<file path="src/rtl/mbs_pkg.sv">
package mbs_pkg;

  typedef enum logic [1:0] {SEL_NONE, SEL_IN, SEL_OUT, SEL_STAT} sel_e;

  localparam logic [7:0] OFF_IN   = 8'h00;
  localparam logic [7:0] OFF_OUT  = 8'h01;
  localparam logic [7:0] OFF_STAT = 8'h02;

  // Map a latched 16-bit address to a register select.
  function automatic sel_e decode_sel(input logic [15:0] a, input logic [7:0] base_hi);
    if (a[15:8] != base_hi) return SEL_NONE;
    case (a[7:0])
      OFF_IN:   return SEL_IN;
      OFF_OUT:  return SEL_OUT;
      OFF_STAT: return SEL_STAT;
      default:  return SEL_NONE;
    endcase
  endfunction

  function automatic logic is_readable(input sel_e s);
    return (s == SEL_OUT) || (s == SEL_STAT);
  endfunction

  // Status byte layout: bit0 ready, bit1 need, bit2 error.
  function automatic logic [7:0] pack_status(input logic rdy, input logic need, input logic err);
    return {5'b0, err, need, rdy};
  endfunction

endpackage

</file>
<file path="src/rtl/mbs_pipe.sv">
module mbs_pipe #(
  parameter int W = 1,
  parameter int DEPTH = 2,
  parameter logic [W-1:0] RST_VAL = '0
) (
  input  logic         clk,
  input  logic         rst,
  input  logic [W-1:0] d,
  output logic [W-1:0] q
);
  logic [DEPTH-1:0][W-1:0] stg;

  genvar i;
  generate
    for (i = 0; i < DEPTH; i++) begin : g_stage
      if (i == 0) begin : g_first
        always_ff @(posedge clk or posedge rst)
          if (rst) stg[0] <= RST_VAL;
          else     stg[0] <= d;
      end else begin : g_next
        always_ff @(posedge clk or posedge rst)
          if (rst) stg[i] <= RST_VAL;
          else     stg[i] <= stg[i-1];
      end
    end
  endgenerate

  assign q = stg[DEPTH-1];
endmodule

</file>
<file path="src/rtl/mbs_front.sv">
module mbs_front #(
  parameter int SYNC_STAGES = 2
) (
  input  logic        clk,
  input  logic        rst,
  input  logic [7:0]  addr_hi,
  input  logic [7:0]  ad_in,
  input  logic        ale_n,
  input  logic        rd_n,
  input  logic        wr_n,
  input  logic        psen_n,
  output logic [15:0] lat_addr,
  output logic [7:0]  wdata,
  output logic        wr_commit,
  output logic        latch_ev,
  output logic        rd_active,
  output logic        fetch_active
);
  localparam int BUS_DEPTH = SYNC_STAGES + 1;

  logic [3:0]  s_cur;      // {psen_n, wr_n, rd_n, ale_n} after sync
  logic [1:0]  s_prv;      // {wr_n, ale_n} one edge older
  logic [15:0] bus_al;     // bus sample aligned with s_prv

  mbs_pipe #(.W(4), .DEPTH(SYNC_STAGES), .RST_VAL(4'hF)) u_sync (
    .clk(clk), .rst(rst), .d({psen_n, wr_n, rd_n, ale_n}), .q(s_cur));

  mbs_pipe #(.W(16), .DEPTH(BUS_DEPTH), .RST_VAL(16'h0)) u_bus (
    .clk(clk), .rst(rst), .d({addr_hi, ad_in}), .q(bus_al));

  always_ff @(posedge clk or posedge rst)
    if (rst) s_prv <= 2'b11;
    else     s_prv <= {s_cur[2], s_cur[0]};

  assign latch_ev     = s_prv[0] & ~s_cur[0];
  assign wr_commit    = ~s_prv[1] & s_cur[2];
  assign rd_active    = ~s_cur[1];
  assign fetch_active = ~s_cur[3];
  assign wdata        = bus_al[7:0];

  always_ff @(posedge clk or posedge rst)
    if (rst)           lat_addr <= '0;
    else if (latch_ev) lat_addr <= bus_al;

  // the latched address is the bus as it stood before the strobe fell
  a_r2_latch_capture: assert property (@(posedge clk) disable iff (rst)
    latch_ev |=> lat_addr == $past(bus_al));

  // a commit is a single-cycle event per rising write strobe
  a_r3_commit_one_shot: assert property (@(posedge clk) disable iff (rst)
    wr_commit |=> !wr_commit);
endmodule

</file>
<file path="src/rtl/mbs_regs.sv">
module mbs_regs
  import mbs_pkg::*;
(
  input  logic       clk,
  input  logic       rst,
  input  sel_e       sel,
  input  logic       wr_commit,
  input  logic [7:0] wdata,
  input  logic       app_en,
  input  logic       out_load,
  input  logic [7:0] out_data,
  input  logic       rdy_clr,
  input  logic       need_set,
  input  logic       need_clr,
  input  logic       err_in,
  output logic [7:0] in_data,
  output logic [7:0] rd_word,
  output logic       data_rdy,
  output logic       need_data
);
  logic [7:0] out_reg;
  logic       wr_in, wr_stat, need_arst;

  assign wr_in     = wr_commit && (sel == SEL_IN);
  assign wr_stat   = wr_commit && (sel == SEL_STAT);
  assign need_arst = rst | need_clr;

  always_ff @(posedge clk or posedge rst)
    if (rst)        in_data <= '0;
    else if (wr_in) in_data <= wdata;

  always_ff @(posedge clk or posedge rst)
    if (rst)           out_reg <= '0;
    else if (out_load) out_reg <= out_data;

  always_ff @(posedge clk or posedge rst)
    if (rst)                              data_rdy <= 1'b0;
    else if (out_load && app_en)          data_rdy <= 1'b1;
    else if (rdy_clr || (wr_stat && wdata[0])) data_rdy <= 1'b0;

  always_ff @(posedge clk or posedge need_arst)
    if (need_arst)                  need_data <= 1'b0;
    else if (need_set)              need_data <= 1'b1;
    else if (wr_stat && wdata[1])   need_data <= 1'b0;

  assign rd_word = (sel == SEL_STAT) ? pack_status(data_rdy, need_data, err_in) : out_reg;

  // a qualified load always raises data-ready
  a_r7_rdy_set: assert property (@(posedge clk) disable iff (rst)
    (out_load && app_en) |=> data_rdy);

  // the asynchronous clear holds need-data low
  a_r8_need_async_clear: assert property (@(posedge clk) disable iff (rst)
    need_clr |-> !need_data);

  // a commit to the input register lands the bus data
  a_r3_in_write: assert property (@(posedge clk) disable iff (rst)
    wr_in |=> in_data == $past(wdata));
endmodule

</file>
<file path="src/rtl/mcu_bus_slave.sv">
module mcu_bus_slave
  import mbs_pkg::*;
#(
  parameter int SYNC_STAGES = 2,
  parameter logic [7:0] BASE_HI = 8'h80
) (
  input  logic       clk,
  input  logic       rst,
  input  logic [7:0] addr_hi,
  input  logic [7:0] ad_in,
  output logic [7:0] ad_out,
  output logic       ad_oe,
  input  logic       ale_n,
  input  logic       rd_n,
  input  logic       wr_n,
  input  logic       psen_n,
  input  logic       app_en,
  input  logic       out_load,
  input  logic [7:0] out_data,
  input  logic       rdy_clr,
  input  logic       need_set,
  input  logic       need_clr,
  input  logic       err_in,
  output logic [7:0] in_data,
  output logic       data_rdy,
  output logic       need_data
);
  logic [15:0] lat_addr;
  logic [7:0]  wdata;
  logic        wr_commit, latch_ev, rd_active, fetch_active;
  sel_e        sel;

  mbs_front #(.SYNC_STAGES(SYNC_STAGES)) u_front (
    .clk(clk), .rst(rst), .addr_hi(addr_hi), .ad_in(ad_in),
    .ale_n(ale_n), .rd_n(rd_n), .wr_n(wr_n), .psen_n(psen_n),
    .lat_addr(lat_addr), .wdata(wdata), .wr_commit(wr_commit),
    .latch_ev(latch_ev), .rd_active(rd_active), .fetch_active(fetch_active));

  assign sel = decode_sel(lat_addr, BASE_HI);

  mbs_regs u_regs (
    .clk(clk), .rst(rst), .sel(sel), .wr_commit(wr_commit), .wdata(wdata),
    .app_en(app_en), .out_load(out_load), .out_data(out_data),
    .rdy_clr(rdy_clr), .need_set(need_set), .need_clr(need_clr),
    .err_in(err_in), .in_data(in_data), .rd_word(ad_out),
    .data_rdy(data_rdy), .need_data(need_data));

  // Drive only for a decoded read, never while a fetch strobe is seen.
  assign ad_oe = rd_active && !fetch_active && psen_n && is_readable(sel);

  // the address feeding the read mux never moves while driving
  a_r9_addr_stable_drive: assert property (@(posedge clk) disable iff (rst)
    ad_oe |-> $stable(lat_addr));

  // no new address is latched in the middle of a read drive
  a_r2_no_latch_drive: assert property (@(posedge clk) disable iff (rst)
    ad_oe |-> !latch_ev);
endmodule

</file>
<file path="config.mk">
export PLATFORM = sky130hd
export DESIGN_NAME = mcu_bus_slave
export DESIGN_NICKNAME = d
export VERILOG_FILES = /design/src/rtl/mbs_pkg.sv /design/src/rtl/mbs_pipe.sv /design/src/rtl/mbs_front.sv /design/src/rtl/mbs_regs.sv /design/src/rtl/mcu_bus_slave.sv
export SDC_FILE = /design/constraint.sdc
export NUM_CORES = 1
export LEC_CHECK = 0
export ABC_CLOCK_PERIOD_IN_PS = 5800
export BUFFER_PORTS_ARGS = -buffer_cell sky130_fd_sc_hd__buf_4
export CORE_ASPECT_RATIO = 1.75
export CORE_MARGIN = 3
export CORE_UTILIZATION = 30
export DETAILED_ROUTE_END_ITERATION = 6
export PLACE_DENSITY_LB_ADDON = 0.12
export SLEW_MARGIN = 10
export SYNTH_ARGS = -nofsm -noshare
export SYNTH_HDL_FRONTEND = slang
export SYNTH_SLANG_ARGS = --single-unit
</file>
<file path="constraint.sdc">
create_clock -name clk -period 5.8 [get_ports clk]
set_clock_uncertainty 0.1 [all_clocks]
set_input_delay 0.87 -clock clk [delete_from_list [all_inputs] [get_ports clk]]
set_output_delay 0.87 -clock clk [all_outputs]
set_load 0.02 [all_outputs]
</file>
Word-level counts from Yosys, hierarchy flattened. Index checks and enable logic that the tools add are counted.

Flip-flop bits (word level): 92. Input port bits: 36. Output and inout port bits: 19. Word-level logic and storage cells: 45.

Equal/unequal tests: 6. Multiplexer cells: 9. Bitwise logic cells: 6. Reductions and logical operators: 13.

Operators with widths (number): equality test 8 x 1 -> 1 bit (second input constant) (1); equality test 8 x 2 -> 1 bit (second input constant) (1); logical AND 1 bit (8); zero test 8 bit (1); two-way mux 8 bit (1); != test 8 bit (second input constant) (1); one-hot mux 2 bit (3 select lines) (1); two-way mux 1 bit (5); equality test 2 bit (second input constant) (2); two-way mux 2 bit (2); nonzero test 2 bit (2); NOT 1 bit (3); AND 1 bit (2); equality test 2 x 1 -> 1 bit (second input constant) (1); logical OR 1 bit (2); bitwise OR 1 bit (1).

Depth between registers and ports, before layout.
Word-level depth: 9. Depth in mapped cells: 4. Gate-level depth less buffers: 4.

By module. A second synthesis with hierarchy kept.

Cells, all modules: 182. Area total of the unflattened synthesis: 3161.8 sq um.

By module, submodules not included: mbs_pipe (u_front.u_bus) (times used 1, cells an instance 65, area an instance 1325.0 sq um, seq. area each 1201.2 sq um); mbs_regs (times used 1, cells an instance 52, area an instance 772.0 sq um, seq. area each 450.4 sq um); mbs_front (times used 1, cells an instance 41, area an instance 729.4 sq um, seq. area each 452.9 sq um); mbs_pipe (u_front.u_sync) (times used 1, cells an instance 13, area an instance 244.0 sq um, seq. area each 210.2 sq um); mcu_bus_slave (times used 1, cells an instance 11, area an instance 91.3 sq um, seq. area each 0.0 sq um).

Least setup slack after synthesis. OpenSTA, ideal clock, no wires.

Kind: register -> output. From: register u_front.lat_addr[13]. To: output port ad_oe. Arrival: 1.565 ns. Data required time: 4.830 ns. Path slack: 3.265 ns. Stages on the path, launching flop included: 4. Path buffers: 0. Cells stage by stage: dfrtp_1 -> nor4_1 -> nand2_1 -> nor4_1.

Longest elaborated chain between the ends: 6. Elaborated cells between the ends (all ways): 7. Those cells by class: eq/ne (3); mux (2); reduce/logical (2).

Ends and longest elaborated chain: start: declaration (line mbs_front.sv:12) `output logic [15:0] lat_addr,`; start signal: assignment (line mbs_front.sv:43) `else if (latch_ev) lat_addr <= bus_al;`; != test 8 bit (*) (line mbs_pkg.sv:11) `if (a[15:8] != base_hi) return SEL_NONE;`; two-way mux 1 bit (*) (line mbs_pkg.sv:11); two-way mux 2 bit (*) (line mbs_pkg.sv:12) `case (a[7:0])`; equality test 2 bit (line mbs_pkg.sv:21) `return (s == SEL_OUT) || (s == SEL_STAT);`; logical OR 1 bit (*) (line mbs_pkg.sv:21); logical AND 1 bit (*) (line mcu_bus_slave.sv:49) `assign ad_oe = rd_active && !fetch_active && psen_n && is_readable(sel);`; end: declaration (line mcu_bus_slave.sv:12) `output logic ad_oe,`.

Mark *: on every way between the ends. The rest lies on a longest branch, timed or not.

Final worst setup path.
From: register u_front.lat_addr[2]. To: output port ad_out[2].

Longest elaborated chain between the ends: 5. Elaborated cells between the ends (all ways): 7. Those cells by class: eq/ne (3); mux (3); reduce/logical (1).

Ends and longest elaborated chain: equality test 8 x 2 -> 1 bit, or another cell as far along (line mbs_pkg.sv:12); one-hot mux 2 bit (3 select lines) (*) (line mbs_pkg.sv:12); two-way mux 2 bit (*) (line mbs_pkg.sv:12); equality test 2 bit (*) (line mbs_regs.sv:46) `assign rd_word = (sel == SEL_STAT) ? pack_status(data_rdy, need_data, err_in) : out_reg;`; two-way mux 8 bit (*) (line mbs_regs.sv:46); end: declaration (line mcu_bus_slave.sv:11) `output logic [7:0] ad_out,`.

Marked as above.

==> results by group <==
Status
  • Outcome: completed

Min path
  • Class of the tightest hold or removal check: reg2reg
  • Worst Hold Path Cells: 0

Critical path
  • Type of the worst setup path: reg2out
  • CP Buf/Inv Count: 1
  • Crit path capture type: primary output
  • Critical Path RT: 4.83 ns
  • Worst-case reg-to-reg path depth: 4
  • Slowest cell on the critical path: nor4b_1
  • Number of logic stages on the critical path including buffering: 5
  • Data arrival at the endpoint of the critical path: 2.28 ns
  • Max FO, Critical Path: 10
  • Nature of the critical path startpoint: register
  • Delay-heaviest family, CP: simple AND/OR/NAND/NOR gates
  • Biggest cell delay along the critical path: 0.41 ns
  • Cell Chain, Critical Path: nor4b_1 > and3b_1 > nand4_1 > mux2_2 > buf_4

Global routing
  • Final global-route overflow total: 0
  • First-pass GRT wire length: 7470 um
  • Total global-route track usage: 9.25%
  • Initial antenna violation count: 0
  • Via count of the first global-routing pass: 1551
  • Maximum number of pins on one net before global-route repair: 66

Clocking
  • Root buf cell: clkbuf_16
  • Maximum clock path buffer count: 2
  • CTS tree: built
  • Postcts setup bufs: 0
  • Clock slew at the register clock pins of the worst setup and hold paths: about 0.060 ns
  • Number of buffers created by CTS: 9
  • Clock insertion delay at the later pin of the skew report: 0.33 ns
  • Post-CTS Resized: 0
  • Number of H-tree branching levels: 3
  • CTS Sinks: 92
  • Number of hold-repair buffers added at the cts stage: 0

Synth
  • Post-synthesis instance total: ~160
  • Count of unique library cells instantiated by Yosys: 21
  • FF+latch count, synth: 92
  • Yosys warning count: 0
  • Netlist area before placement: 2910 um2
  • Average footprint of a synthesized cell: around 18 um2
  • Sequential element share of the synthesized area: 79.6%
  • Net count after synthesis: 194

Placed design
  • Count of buffers inserted at the top-level ports: 54
  • Total half-perimeter wirelength after legalization and detailed placement: 3070 um
  • GPL Wtd Cong: between 0.6 and 0.7
  • Setup slack at placement: 2.85 ns
  • # placed instances: 331

Timing
  • Setup Total Neg Slack: 0 ns
  • Number of hold-slack violations in the final timing report: 0
  • Setup repair after global routing missed its margin: false
  • Setup violators final: 0
  • Clock period minus final worst setup slack: 3.25 ns
  • Final count of pins violating max slew: 0
  • PnR worst setup slack: ~2.6 ns
  • Actual slew at the worst max-slew pin: 0.799 ns
  • Timing-limited maximum frequency: between 300 and 400 MHz
  • Final period utilization: 56.0%
  • Worst rel slew slack: 46.7%

Route
  • Number of detailed-route iterations in the first pass: 3
  • Final routed wire length divided by cell count: 13.1 um
  • Remaining antenna violation count after routing: 0
  • Ratio of routed vias to standard cells: about 4.1
  • Iteration-0 DRC count of the detailed router: 54
  • Via total after detailed routing: ~1400
  • Total DRC errors in the routed layout: 0
  • Routed wire length: 4550 um

Layout
  • Reg with most FFs: u_front.u_bus.stg
  • Area added between synthesis and finish: 32.2%
  • Number of antenna cells inserted: 0
  • Number of flip-flops under the largest register name: 32
  • Fraction of final layout cells with drive strength greater than 1: 52.4%
  • Final net count: between 200 and 300
  • Final Non-Filler Cells: 347

Floorplanning
  • I/O pins: between 50 and 60
  • Floorplan row count: 46
  • Core ar.: 9270 um2
  • Vertical extent of the die: 136 um
  • Starting density of the core: 31.4%
  • Chip Width: just over 80 um
  • Die outline area: 11000 um2

Power and ir drop
  • Peak VDD IR: 166 uV
  • P_int: 1.21 mW
  • Power Dens Cells: 391 nW/um2
  • Proportion of total power due to net switching: roughly a fifth
  • Switching power of the nets: slightly below 0.3 mW
  • Clock power share: 47.0%
  • Power share of the sequential group: 47.1%
  • Leakage component of the power: 1.73 nW
  • Relative contribution of combinational cells to total power: just under 6%

Run
  • Max cap viols: 0
Yosys cell counts:
| master | n | share of area, % |
|---|---|---|
| o22a_1 | 1 | 0.30 |
| nor2_1 | 2 | 0.26 |
| nand3b_1 | 1 | 0.26 |
| mux2_2 | 35 | 14 |
| nand2_1 | 3 | 0.39 |
| dfstp_2 | 10 | 9.0 |
| inv_1 | 1 | 0.13 |
| nor4b_1 | 1 | 0.30 |
| a2bb2oi_1 | 1 | 0.30 |
| xor2_1 | 1 | 0.30 |
| and3b_1 | 1 | 0.30 |
| nand2b_1 | 2 | 0.43 |
| buf_1 | 1 | 0.13 |
| and2_1 | 5 | 1.1 |
| nor4_4 | 1 | 0.73 |
| dfrtp_1 | 82 | 71 |
| nor2b_1 | 2 | 0.43 |
| nand3_1 | 2 | 0.34 |
| nor4_1 | 3 | 0.65 |
| clkbuf_1 | 2 | 0.26 |
| nand4_1 | 1 | 0.22 |
stage by stage:
step	util (%)	area [um2]	total power [mW]	hold slack (ns)
after global placement	37.4	3470	0.809	0.231
after detailed placement	37.4	3470	0.812	0.235
after floorplan	-	2910	0.767	0.231
after CTS	41.5	3840	1.53	0.244
final	41.5	3840	1.50	0.243
after global routing	41.5	3840	1.57	0.252
metal layers:
layer	vias up	GRT usage (%)	share of wire, %
li1	665	-	-
met1	715	11.3	41
met2	48	14.1	50
met3	7	2.59	6.9
met4	0	6.20	2.1
met5	-	0	0
logic make-up after synthesis:
| family | after synthesis | share of synthesized area [%] |
|---|---|---|
| flops | 92 | 79.6 |
| mux | 35 | 13.6 |
| simple gates | 24 | 5.38 |
| buf+inv | 4 | 0.516 |
| compound gates | 2 | 0.603 |
| xor+xnor | 1 | 0.301 |
cell usage in the layout (no fill, tap or decap):
cell	count
dfrtp_1	82
buf_4	56
mux2_2	35
dfstp_2	10
clkbuf_16	9
and2_1	5
bufinv_16	4
nor4_1	3
nand2_1	3
nor2b_1	2
nand2b_1	2
nor2_1	2
nand3_1	2
clkinvlp_4	2
nor4b_1	1
nor4_4	1
and3b_1	1
nand4_1	1
xor2_1	1
clkinv_2	1
a2bb2oi_1	1
nand3b_1	1
o22a_1	1
clkbuf_8	1
power by group through the flow:
stage	clock network (mW)	logic [mW]	registers, mW
after floorplan	0	0.0534	0.714
after global placement	0	0.0898	0.719
after detailed placement	0	0.0916	0.720
after CTS	0.729	0.0917	0.708
after global routing	0.755	0.0980	0.713
final	0.707	0.0888	0.707
final cells by class:
cell class / instances / area, um2
well taps: 120 / 150
fillers: 879 / 5430
clock buffers: 10 / 239
flip-flops and latches: 92 / 2310
repair buffers: 56 / 420
inverters: 1 / 5.00
clock inverters: 6 / 135
multi-input cells: 62 / 577
path summary, 6_finish.rpt:
path / from / endpoint / slack, ns
worst min register to register: u_front.u_bus.stg[24] / u_front.u_bus.q[8] / 0.24
worst max register to register: u_front.u_sync.q[2] / u_regs.in_data[2] / 3.58
max in group asynchronous: rst / u_regs.in_data[4] / 4.00
worst min-delay path: u_front.u_bus.stg[24] / u_front.u_bus.q[8] / 0.24
worst max-delay path: u_front.lat_addr[2] / ad_out[2] / 2.55
min in group asynchronous: rst / u_regs.need_data / 0.31
No activity file was read; power rests on OpenSTA's default activity.
